File: config.mk
export PLATFORM = sky130hd
export DESIGN_NAME = vec_prio_core
export DESIGN_NICKNAME = d
export VERILOG_FILES = /design/src/rtl/vpc_pkg.sv /design/src/rtl/vpc_find_top.sv /design/src/rtl/vpc_prio_calc.sv /design/src/rtl/vec_prio_core.sv
export SDC_FILE = /design/constraint.sdc
export NUM_CORES = 2
export LEC_CHECK = 0
export ABC_CLOCK_PERIOD_IN_PS = 7100
export BUFFER_PORTS_ARGS = -buffer_cell sky130_fd_sc_hd__buf_4
export CORE_ASPECT_RATIO = 1.4
export CORE_MARGIN = 2
export CORE_UTILIZATION = 45
export DETAILED_ROUTE_END_ITERATION = 12
export PLACE_DENSITY_LB_ADDON = 0.2
export SLEW_MARGIN = 40
export SYNTH_ARGS = -nofsm -noshare
export SYNTH_HDL_FRONTEND = slang
export SYNTH_SLANG_ARGS = --single-unit
File: constraint.sdc
create_clock -name clk_i -period 7.1 [get_ports clk_i]
set_clock_uncertainty 0.15 [all_clocks]
set_input_delay 1.065 -clock clk_i [delete_from_list [all_inputs] [get_ports clk_i]]
set_output_delay 1.065 -clock clk_i [all_outputs]
set_load 0.02 [all_outputs]
File: src/rtl/vpc_pkg.sv
package vpc_pkg;
  localparam int SVR_EN_BIT  = 8;
  localparam int SVR_DIR_BIT = 12;

  typedef enum logic {
    TRIG_EDGE  = 1'b0,
    TRIG_LEVEL = 1'b1
  } trig_e;
endpackage

File: src/rtl/vpc_find_top.sv
// Highest set bit of a wide vector, split into per-group search plus group pick.
module vpc_find_top #(
  parameter int WIDTH   = 256,
  parameter int GROUP_W = 16,
  localparam int IDX_W  = $clog2(WIDTH)
) (
  input  logic [WIDTH-1:0] bits_i,
  output logic             any_o,
  output logic [IDX_W-1:0] idx_o
);
  localparam int NGRP  = WIDTH / GROUP_W;
  localparam int LOC_W = $clog2(GROUP_W);
  localparam int GRP_W = IDX_W - LOC_W;

  logic [NGRP-1:0]       grp_any;
  logic [NGRP*LOC_W-1:0] grp_loc;
  logic [GRP_W-1:0]      sel_grp;

  for (genvar g = 0; g < NGRP; g++) begin : g_grp
    logic [GROUP_W-1:0] slice;
    logic [LOC_W-1:0]   loc;
    assign slice      = bits_i[g*GROUP_W +: GROUP_W];
    assign grp_any[g] = |slice;
    always_comb begin
      loc = '0;
      for (int b = 0; b < GROUP_W; b++) begin
        if (slice[b]) loc = LOC_W'(b);
      end
    end
    assign grp_loc[g*LOC_W +: LOC_W] = loc;
  end

  always_comb begin
    sel_grp = '0;
    for (int g = 0; g < NGRP; g++) begin
      if (grp_any[g]) sel_grp = GRP_W'(g);
    end
  end

  assign any_o = |grp_any;
  assign idx_o = {sel_grp, grp_loc[sel_grp*LOC_W +: LOC_W]};
endmodule

File: src/rtl/vpc_prio_calc.sv
// Processor priority and class-based blocking of the top request.
module vpc_prio_calc #(
  parameter int VEC_W  = 8,
  parameter int SUB_W  = 4,
  localparam int CLS_W = VEC_W - SUB_W
) (
  input  logic             enable_i,
  input  logic [VEC_W-1:0] tpr_i,
  input  logic             isr_any_i,
  input  logic [CLS_W-1:0] isr_cls_i,
  input  logic             irr_any_i,
  input  logic [CLS_W-1:0] irr_cls_i,
  output logic [VEC_W-1:0] ppr_o,
  output logic             blocked_o,
  output logic             pending_o
);
  logic [CLS_W-1:0] svc_cls;
  logic [CLS_W-1:0] tpr_cls;
  logic [CLS_W-1:0] ppr_cls;

  assign svc_cls = isr_any_i ? isr_cls_i : '0;
  assign tpr_cls = tpr_i[VEC_W-1 -: CLS_W];
  assign ppr_o   = (tpr_cls >= svc_cls) ? tpr_i : {svc_cls, {SUB_W{1'b0}}};
  assign ppr_cls = ppr_o[VEC_W-1 -: CLS_W];

  assign blocked_o = irr_any_i && (ppr_o != '0) && (irr_cls_i <= ppr_cls);
  assign pending_o = enable_i && irr_any_i && !blocked_o;
endmodule

File: src/rtl/vec_prio_core.sv
module vec_prio_core
  import vpc_pkg::*;
#(
  parameter int NUM_VEC    = 256,
  parameter int SUB_W      = 4,
  parameter int SVR_W      = 16,
  parameter int SVR_KEEP_W = 9,
  localparam int VEC_W     = $clog2(NUM_VEC),
  localparam int CLS_W     = VEC_W - SUB_W
) (
  input  logic             clk_i,
  input  logic             rst_ni,
  input  logic             post_i,
  input  logic [VEC_W-1:0] post_vec_i,
  input  logic             post_level_i,
  input  logic             tpr_we_i,
  input  logic [VEC_W-1:0] tpr_i,
  input  logic             svr_we_i,
  input  logic [SVR_W-1:0] svr_i,
  input  logic             ack_i,
  input  logic             eoi_i,
  output logic             irq_o,
  output logic [VEC_W-1:0] ack_vec_o,
  output logic             eoi_bcast_o,
  output logic [VEC_W-1:0] eoi_vec_o
);
  localparam logic [SVR_W-1:0] KEEP_MASK = SVR_W'((1 << SVR_KEEP_W) - 1);
  localparam logic [SVR_W-1:0] EN_MASK   = SVR_W'(1 << SVR_EN_BIT);
  localparam logic [SVR_W-1:0] DIR_MASK  = SVR_W'(1 << SVR_DIR_BIT);
  localparam int GROUP_W = 1 << SUB_W;

  logic [NUM_VEC-1:0] irr_q, isr_q, tmr_q;
  logic [NUM_VEC-1:0] irr_d, isr_d, tmr_d;
  logic [VEC_W-1:0]   tpr_q;
  logic [SVR_W-1:0]   svr_q;
  logic               bcast_q;
  logic [VEC_W-1:0]   bcast_vec_q;

  logic               irr_any, isr_any;
  logic [VEC_W-1:0]   irr_top, isr_top;
  logic [VEC_W-1:0]   ppr;
  logic               blocked, pending;
  logic               sw_en, directed;
  logic               ack_take, eoi_take, bcast_d;
  logic [NUM_VEC-1:0] post_mask, ack_mask, eoi_mask;

  assign sw_en    = |(svr_q & EN_MASK);
  assign directed = |(svr_q & DIR_MASK);

  vpc_find_top #(.WIDTH(NUM_VEC), .GROUP_W(GROUP_W)) i_irr_find (
    .bits_i (irr_q),
    .any_o  (irr_any),
    .idx_o  (irr_top)
  );

  vpc_find_top #(.WIDTH(NUM_VEC), .GROUP_W(GROUP_W)) i_isr_find (
    .bits_i (isr_q),
    .any_o  (isr_any),
    .idx_o  (isr_top)
  );

  vpc_prio_calc #(.VEC_W(VEC_W), .SUB_W(SUB_W)) i_prio (
    .enable_i  (sw_en),
    .tpr_i     (tpr_q),
    .isr_any_i (isr_any),
    .isr_cls_i (isr_top[VEC_W-1 -: CLS_W]),
    .irr_any_i (irr_any),
    .irr_cls_i (irr_top[VEC_W-1 -: CLS_W]),
    .ppr_o     (ppr),
    .blocked_o (blocked),
    .pending_o (pending)
  );

  assign ack_take = ack_i && pending;
  assign eoi_take = eoi_i && isr_any;

  assign post_mask = post_i   ? (NUM_VEC'(1) << post_vec_i) : '0;
  assign ack_mask  = ack_take ? (NUM_VEC'(1) << irr_top)    : '0;
  assign eoi_mask  = eoi_take ? (NUM_VEC'(1) << isr_top)    : '0;

  // post wins over a same-cycle acknowledge of the same vector
  assign irr_d = (irr_q & ~ack_mask) | post_mask;
  assign isr_d = (isr_q & ~eoi_mask) | ack_mask;

  always_comb begin
    tmr_d = tmr_q;
    if (post_i) begin
      if (trig_e'(post_level_i) == TRIG_LEVEL) tmr_d = tmr_q | post_mask;
      else                                     tmr_d = tmr_q & ~post_mask;
    end
  end

  assign bcast_d = eoi_take && tmr_q[isr_top] && !directed;

  always_ff @(posedge clk_i or negedge rst_ni) begin
    if (!rst_ni) begin
      irr_q       <= '0;
      isr_q       <= '0;
      tmr_q       <= '0;
      tpr_q       <= '0;
      svr_q       <= '0;
      bcast_q     <= 1'b0;
      bcast_vec_q <= '0;
    end else begin
      irr_q   <= irr_d;
      isr_q   <= isr_d;
      tmr_q   <= tmr_d;
      bcast_q <= bcast_d;
      if (eoi_take)  bcast_vec_q <= isr_top;
      if (tpr_we_i)  tpr_q <= tpr_i;
      if (svr_we_i)  svr_q <= svr_i & KEEP_MASK;
    end
  end

  assign irq_o       = pending;
  assign ack_vec_o   = pending ? irr_top : svr_q[VEC_W-1:0];
  assign eoi_bcast_o = bcast_q;
  assign eoi_vec_o   = bcast_vec_q;

  assert_post_sets_R2: assert property (@(posedge clk_i) disable iff (!rst_ni)
    post_i |=> irr_q[$past(post_vec_i)] && (tmr_q[$past(post_vec_i)] == $past(post_level_i)));

  assert_ack_moves_R7: assert property (@(posedge clk_i) disable iff (!rst_ni)
    (ack_i && irq_o && !post_i) |=> !irr_q[$past(ack_vec_o)] && isr_q[$past(ack_vec_o)]);

  assert_collide_keeps_R12: assert property (@(posedge clk_i) disable iff (!rst_ni)
    (ack_i && irq_o && post_i && post_vec_i == ack_vec_o)
      |=> irr_q[$past(post_vec_i)] && isr_q[$past(post_vec_i)]);

  assert_blocked_ack_R5: assert property (@(posedge clk_i) disable iff (!rst_ni)
    (ack_i && !irq_o && !post_i && !eoi_i) |=> $stable(irr_q) && $stable(isr_q));

  assert_irq_above_ppr_R4: assert property (@(posedge clk_i) disable iff (!rst_ni)
    irq_o |-> (ppr == '0) || (ack_vec_o[VEC_W-1 -: CLS_W] > ppr[VEC_W-1 -: CLS_W]));

  assert_disable_R6: assert property (@(posedge clk_i) disable iff (!rst_ni)
    (svr_we_i && !svr_i[SVR_EN_BIT]) |=> !irq_o);

  assert_eoi_empty_R10: assert property (@(posedge clk_i) disable iff (!rst_ni)
    (eoi_i && isr_q == '0 && !ack_i) |=> !eoi_bcast_o && $stable(isr_q));

  assert_bcast_cause_R9: assert property (@(posedge clk_i) disable iff (!rst_ni)
    eoi_bcast_o |-> $past(eoi_i) && !isr_q[eoi_vec_o]);
endmodule

======== After elaboration in Yosys (flattened, before gate mapping) ========
Index checks and enable logic that the tools add are counted.
storage, ports and cells
  output and inout bits ................... 18
  word-level logic and storage cells ...... 584
  register bits after elaboration ......... 794
  input bits .............................. 40
cells by class
  bitwise gates (word level) .............. 9
  mux-type cells .......................... 519
  magnitude comparators ................... 3
  shifts and indexed selects .............. 5
  reductions and logical operators ........ 41
operator list
  kind                                                                   count
  4-bit two-way mux                                                      273
  256-bit two-way mux                                                    4
  256-bit AND                                                            3
  256-bit NOT                                                            3
  256-bit bitwise OR                                                     3
  1-bit by 8-bit left shift with 256-bit output (first input constant)   3
  256-bit OR reduction                                                   2
  16-bit OR reduction                                                    30
  3-bit two-way mux                                                      136
  2-bit two-way mux                                                      68
  64-bit by 7-bit indexed part select with 4-bit output                  2
  1-bit two-way mux                                                      35
  8-bit two-way mux                                                      2
  8-bit by 9-bit < comparator with 1-bit output (second input constant)  1
  1-bit binary-select mux with 8-bit select                              1
  8-bit nonzero test                                                     1
  1-bit logical AND                                                      7
  4-bit >= comparator                                                    1
  4-bit less-or-equal comparator                                         1
  1-bit logical NOT                                                      1

======== Depth between registers and ports, before layout ========
  depth after elaboration ................. 29
  depth in mapped cells ................... 29
  depth with buffers taken out ............ 26

======== Modules after synthesis ========
Synthesis repeated with hierarchy kept, for this count alone.
unflattened totals
  cell total of the unflattened synthesis .. 4,215
  area, all modules ....................... 40,038.4 um^2
by module, submodules not included
  module         sequential area each (um^2)  area each (um^2)  instances  cells an instance
  vec_prio_core  19,869.1                     33,850.0          1          3,127
  vpc_find_top   0.0                          2,871.5           2          518
  vpc_prio_calc  0.0                          445.4             1          52

======== Worst setup path before layout ========
Ideal clock, no wire load.
  path type ............................... reg2out
  start ................................... register isr_q[25]
  end ..................................... output port ack_vec_o[0]
  stages on the path, launching flop included .. 25
  arrival ................................. 5,804 ps
  slack ................................... 81 ps
  data required time ...................... 5,885 ps
  buffers on the path ..................... 3
  path through ............................ dfrtp_1 or4_4 or4_1 a2111o_1 a21o_4 a21oi_4 inv_4 buf_6 buf_2 ha_1 nand2b_1 a21o_1 a21o_1 a21oi_1 mux2i_1 ha_1 nor2b_1 o21ai_0 nand2b_1 a21oi_1 a41oi_1 o21ai_1 a41o_1 clkbuf_1 o21ai_0
on the way
  longest elaborated chain between the ends .. 25
  elaborated cells between the ends (all ways) .. 27
  classes of those cells .................. order compare (2); mux (18); reduce/logical (7)
ends and longest elaborated chain
  item                                                                                    line                  RTL
  start, declared                                                                         vec_prio_core.sv:32   logic [NUM_VEC-1:0] irr_q, isr_q, tmr_q;
  start signal, assigned                                                                  vec_prio_core.sv:106  isr_q <= isr_d;
  16-bit OR reduction                                                                     vpc_find_top.sv:23    assign grp_any[g] = |slice;
  1-bit two-way mux                                                                       vpc_find_top.sv:36    if (grp_any[g]) sel_grp = GRP_W'(g);
  2-bit two-way mux (2 in series)                                                         vpc_find_top.sv:36
  3-bit two-way mux (4 in series)                                                         vpc_find_top.sv:36
  4-bit two-way mux (8 in series)                                                         vpc_find_top.sv:36
  4-bit two-way mux *                                                                     vpc_prio_calc.sv:21   assign svc_cls = isr_any_i ? isr_cls_i : '0;
  4-bit >= comparator                                                                     vpc_prio_calc.sv:23   assign ppr_o = (tpr_cls >= svc_cls) ? tpr_i : {svc_cls, {SUB_W{1'b0}}};
  8-bit two-way mux *                                                                     vpc_prio_calc.sv:23
  parallel branches: the longest is 2 deep, another holds 4-bit less-or-equal comparator  --
  1-bit logical AND *                                                                     vpc_prio_calc.sv:26   assign blocked_o = irr_any_i && (ppr_o != '0) && (irr_cls_i <= ppr_cls);
  1-bit logical NOT *                                                                     vpc_prio_calc.sv:27   assign pending_o = enable_i && irr_any_i && !blocked_o;
  1-bit logical AND *                                                                     vpc_prio_calc.sv:27
  8-bit two-way mux *                                                                     vec_prio_core.sv:116  assign ack_vec_o = pending ? irr_top : svr_q[VEC_W-1:0];
  end, declared                                                                           vec_prio_core.sv:23   output logic [VEC_W-1:0] ack_vec_o,
Every way passes the cells marked *.

======== Final worst setup path ========
  start ................................... register isr_q[27]
  end ..................................... output port ack_vec_o[2]
The elaborated chain is that of the path after synthesis.

==> impl_summary.txt <==
----------------------------------------------------
[Detailed routing]
  Routed via count ... 34735
  DRC errors left ... 0
  Antenna-violating nets left ... 0
  Detailed router's first-iteration violation count ... between 3000 and 4000
  First-pass iteration count of the detailed router ... 6
  Detailed Route WL ... approximately 160 mm
  Via count normalized by instance count ... between 6 and 7
  Per-cell routed wire length ... slightly below 30 µm

[Global routing]
  Overflow left after global routing ... 0
  Met2 track demand over resource ... 54.04%
  Maximum number of pins on one net before global-route repair ... 170
  Antenna violations before repair ... 6
  Met1 track demand over resource in global routing ... a little under half
  Global-route met3 utilization ... 7.822%
  Most Used Layer, Global Route ... met2
  Via count of the first global-routing pass ... 33753
  Global-route wire length before repair ... 232.0 mm
  Total global-route track usage ... 36.00%

[Yosys]
  Syn Inst Count ... 4159
  Post-synth top cells ... nand2_1 (891), dfrtp_1 (794), nor2_1 (337)
  Most used standard cell by instance count after synthesis ... nand2_1
  Share of synthesized area occupied by flip-flops and latches ... 50.45%
  Most instantiated flip-flop cell in the synthesis netlist ... dfrtp_1
  Yosys cell types ... 88
  Cell types occupying the most area after synthesis ... dfrtp_1 (50%), nand2_1 (8.5%), mux2_2 (7.8%), o21ai_0 (3.9%), nor2_1 (3.2%)
  Fraction of post-synthesis cell area in the top cell type by area ... 50.45%
  Yosys reg bits ... roughly 790
  Number of flops mapped to enable cells by yosys ... 0
  Synth async-reset ratio ... 100.0%
  Mean instance size in the synthesized netlist ... 9.470 µm²
  Area of the mapped netlist ... around 39000 µm²
  Total of warnings raised by yosys ... 0
  Yosys top cell by area ... dfrtp_1
  Synthesized net count ... 4207

[STA]
  Max Slew Vio Count ... 0
  Max Freq ... 140.6 MHz
  Unrepaired setup endpoints after global routing ... true
  Max transition margin ... 36.37%
  Post-route minimum period ... 7110 ps
  Final worst-path cycle share ... 100.1%
  Transition time of the tightest slew-check pin ... 953.5 ps
  Final worst slack ... -10.22 ps
  Hold Fails Final Rpt ... 0
  Setup_tns ... -21.83 ps
  Final count of negative-setup-slack endpoints ... 3

[Floorplan]
  Die height ... between 300 and 400 µm
  Die width ... around 250 µm
  Starting utilization of the core area ... a little under half
  Number of cell rows ... 128
  Core region area ... 86800 µm²
  Area of the die ... about 90000 µm²
  I/O pin total ... between 50 and 60

[Placement]
  Routability Congestion ... 1.087
  Detailed Place HPWL ... 115.7 mm
  Port Buffer Count ... 50
  Placed instance area ... 42570 µm²
  Cell count after placement ... 5382

[Clock network]
  CTS tree ... built
  Clock transition time at the flip-flop clock pins of the worst setup and hold paths ... 60 ps
  Maximum buffer depth of the clock tree ... 3
  Number of buffers created by CTS ... 82
  Total number of H-tree levels ... 3
  Root Driver ... clkbuf_16
  TritonCTS sink count ... 794
  Worst-skew pair later-pin latency ... 670 ps

[Cells and area]
  Number of nets in the layout ... approximately 4400
  FILL cells ... 8147
  Share of post-route cells with drive strength above 1 ... 17.84%
  P&R area growth vs syn ... 15.89%
  Sequential Area ... 19870 µm²
  Footprint of the multi-input gates ... 18510 µm²
  Final design instance area without fill ... ~46000 µm²
  Final std cells w/o fill ... 5551

[Status]
  Violated checks ... setup timing
  Outcome ... finished, violations left

[Worst setup path]
  Largest fanout on the critical path ... 4
  Worst r2r dst ... eoi_bcast_o
  Register-to-register setup slack ... 710 ps
  Kind of launch point of the worst setup path ... register
  Critical Path RT ... a little under 6000 ps
  Worst reg2reg path depth ... 20
  Data arrival time at the worst-slack endpoint ... between 5000 and 6000 ps
  Critical path class ... reg2out
  Capturing element type of the critical path ... primary output
  Startpoint of the worst-slack reg-to-reg timing path ... isr_q[27]

[Worst hold path]
  Class of the tightest hold or removal check ... in2async

[Run]
  Max cap viols ... 0

----------------------------------------------------
what timing repair did:
action                                  CTS  global route
endpoints found under the setup margin    9             9
hold buffers                              0             0
pin swaps                                13            11
cloned                                    0             0
buffers inserted                          6             6
hold endpoints to repair                  0             0
resized for setup                        12            16
worst max-delay path, cell delays in order, from the launching register on:
cell and delay, ps:
dfrtp_1 400, or4_4 560, or4_4 610, a2111o_1 440, a21o_4 230, a21oi_4 170
inv_4 70, ha_4 210, nand2b_4 130, a21o_1 150, a21o_1 160, a21oi_2 210
mux2i_2 250, ha_1 270, nor2b_4 130, o21ai_1 110, nand2b_1 90, a21oi_2 150
a41oi_2 50, o21ai_2 180, a41o_1 170, inv_2 70, mux2_4 300, buf_6 130
metrics by stage:
stage / worst slack [ps] / util [%] / hold slack (ps)
finish: -10.22 / 52.58 / 272.8
global placement: 313.5 / 48.73 / 314.4
global route: -187.4 / 52.57 / 308.0
floorplan: 80.74 / - / 300.4
CTS: -41.01 / 52.37 / 273.4
detailed placement: 333.3 / 49.04 / 325.4
cells in the final DEF (no fill, tap or decap), drive strengths merged, types with 25 or more instances in the layout:
cell    count
a211oi     34
a21o      134
a21oi     137
a22o      127
buf       263
clkbuf    116
dfrtp     794
inv       125
mux2      279
mux2i      83
nand2     892
nand2b     29
nand3      56
nand4      27
nor2      338
nor2b      36
nor3      127
nor4      119
o21ai     314
o21bai     59
o31ai      25
or4        27
final cells by class:
cell class,count,area share (%)
flip-flops and latches,794,43.53
multi-input cells,3045,40.55
repair buffers,264,5.535
clock buffers,115,5.277
well taps,1170,3.207
inverters,124,1.025
clock inverters,35,0.8498
diodes,4,0.02193
per-layer routing:
| layer | part of all wire [%] | vias to the layer above | wire, µm |
|---|---|---|---|
| li1 | - | 15139 | - |
| met1 | 39 | 17192 | 62240 |
| met2 | 44 | 1860 | 71230 |
| met3 | 9.5 | 540 | 15340 |
| met4 | 7.8 | 4 | 12590 |
| met5 | 0.020 | - | 32 |
kinds of logic after synthesis:
family / synth area share (%)
compound gates: 16.59
buf+inv: 3.377
mux: 10.46
simple gates: 18.87
fa+ha+maj: 0.2542
flops: 50.45
worst max path at each step:
stage	startpoint	end	slack [ps]	cells past startpoint
finish	isr_q[27]	ack_vec_o[2]	-10	23
global placement	isr_q[25]	ack_vec_o[4]	310	24
floorplan	isr_q[25]	ack_vec_o[0]	80	24
CTS	isr_q[17]	ack_vec_o[2]	-40	23
global route	isr_q[27]	ack_vec_o[2]	-190	23
detailed placement	isr_q[25]	ack_vec_o[1]	330	24
Power is not shown: default switching activity piles up to over one toggle a cycle in this logic, so the estimate is an artifact.
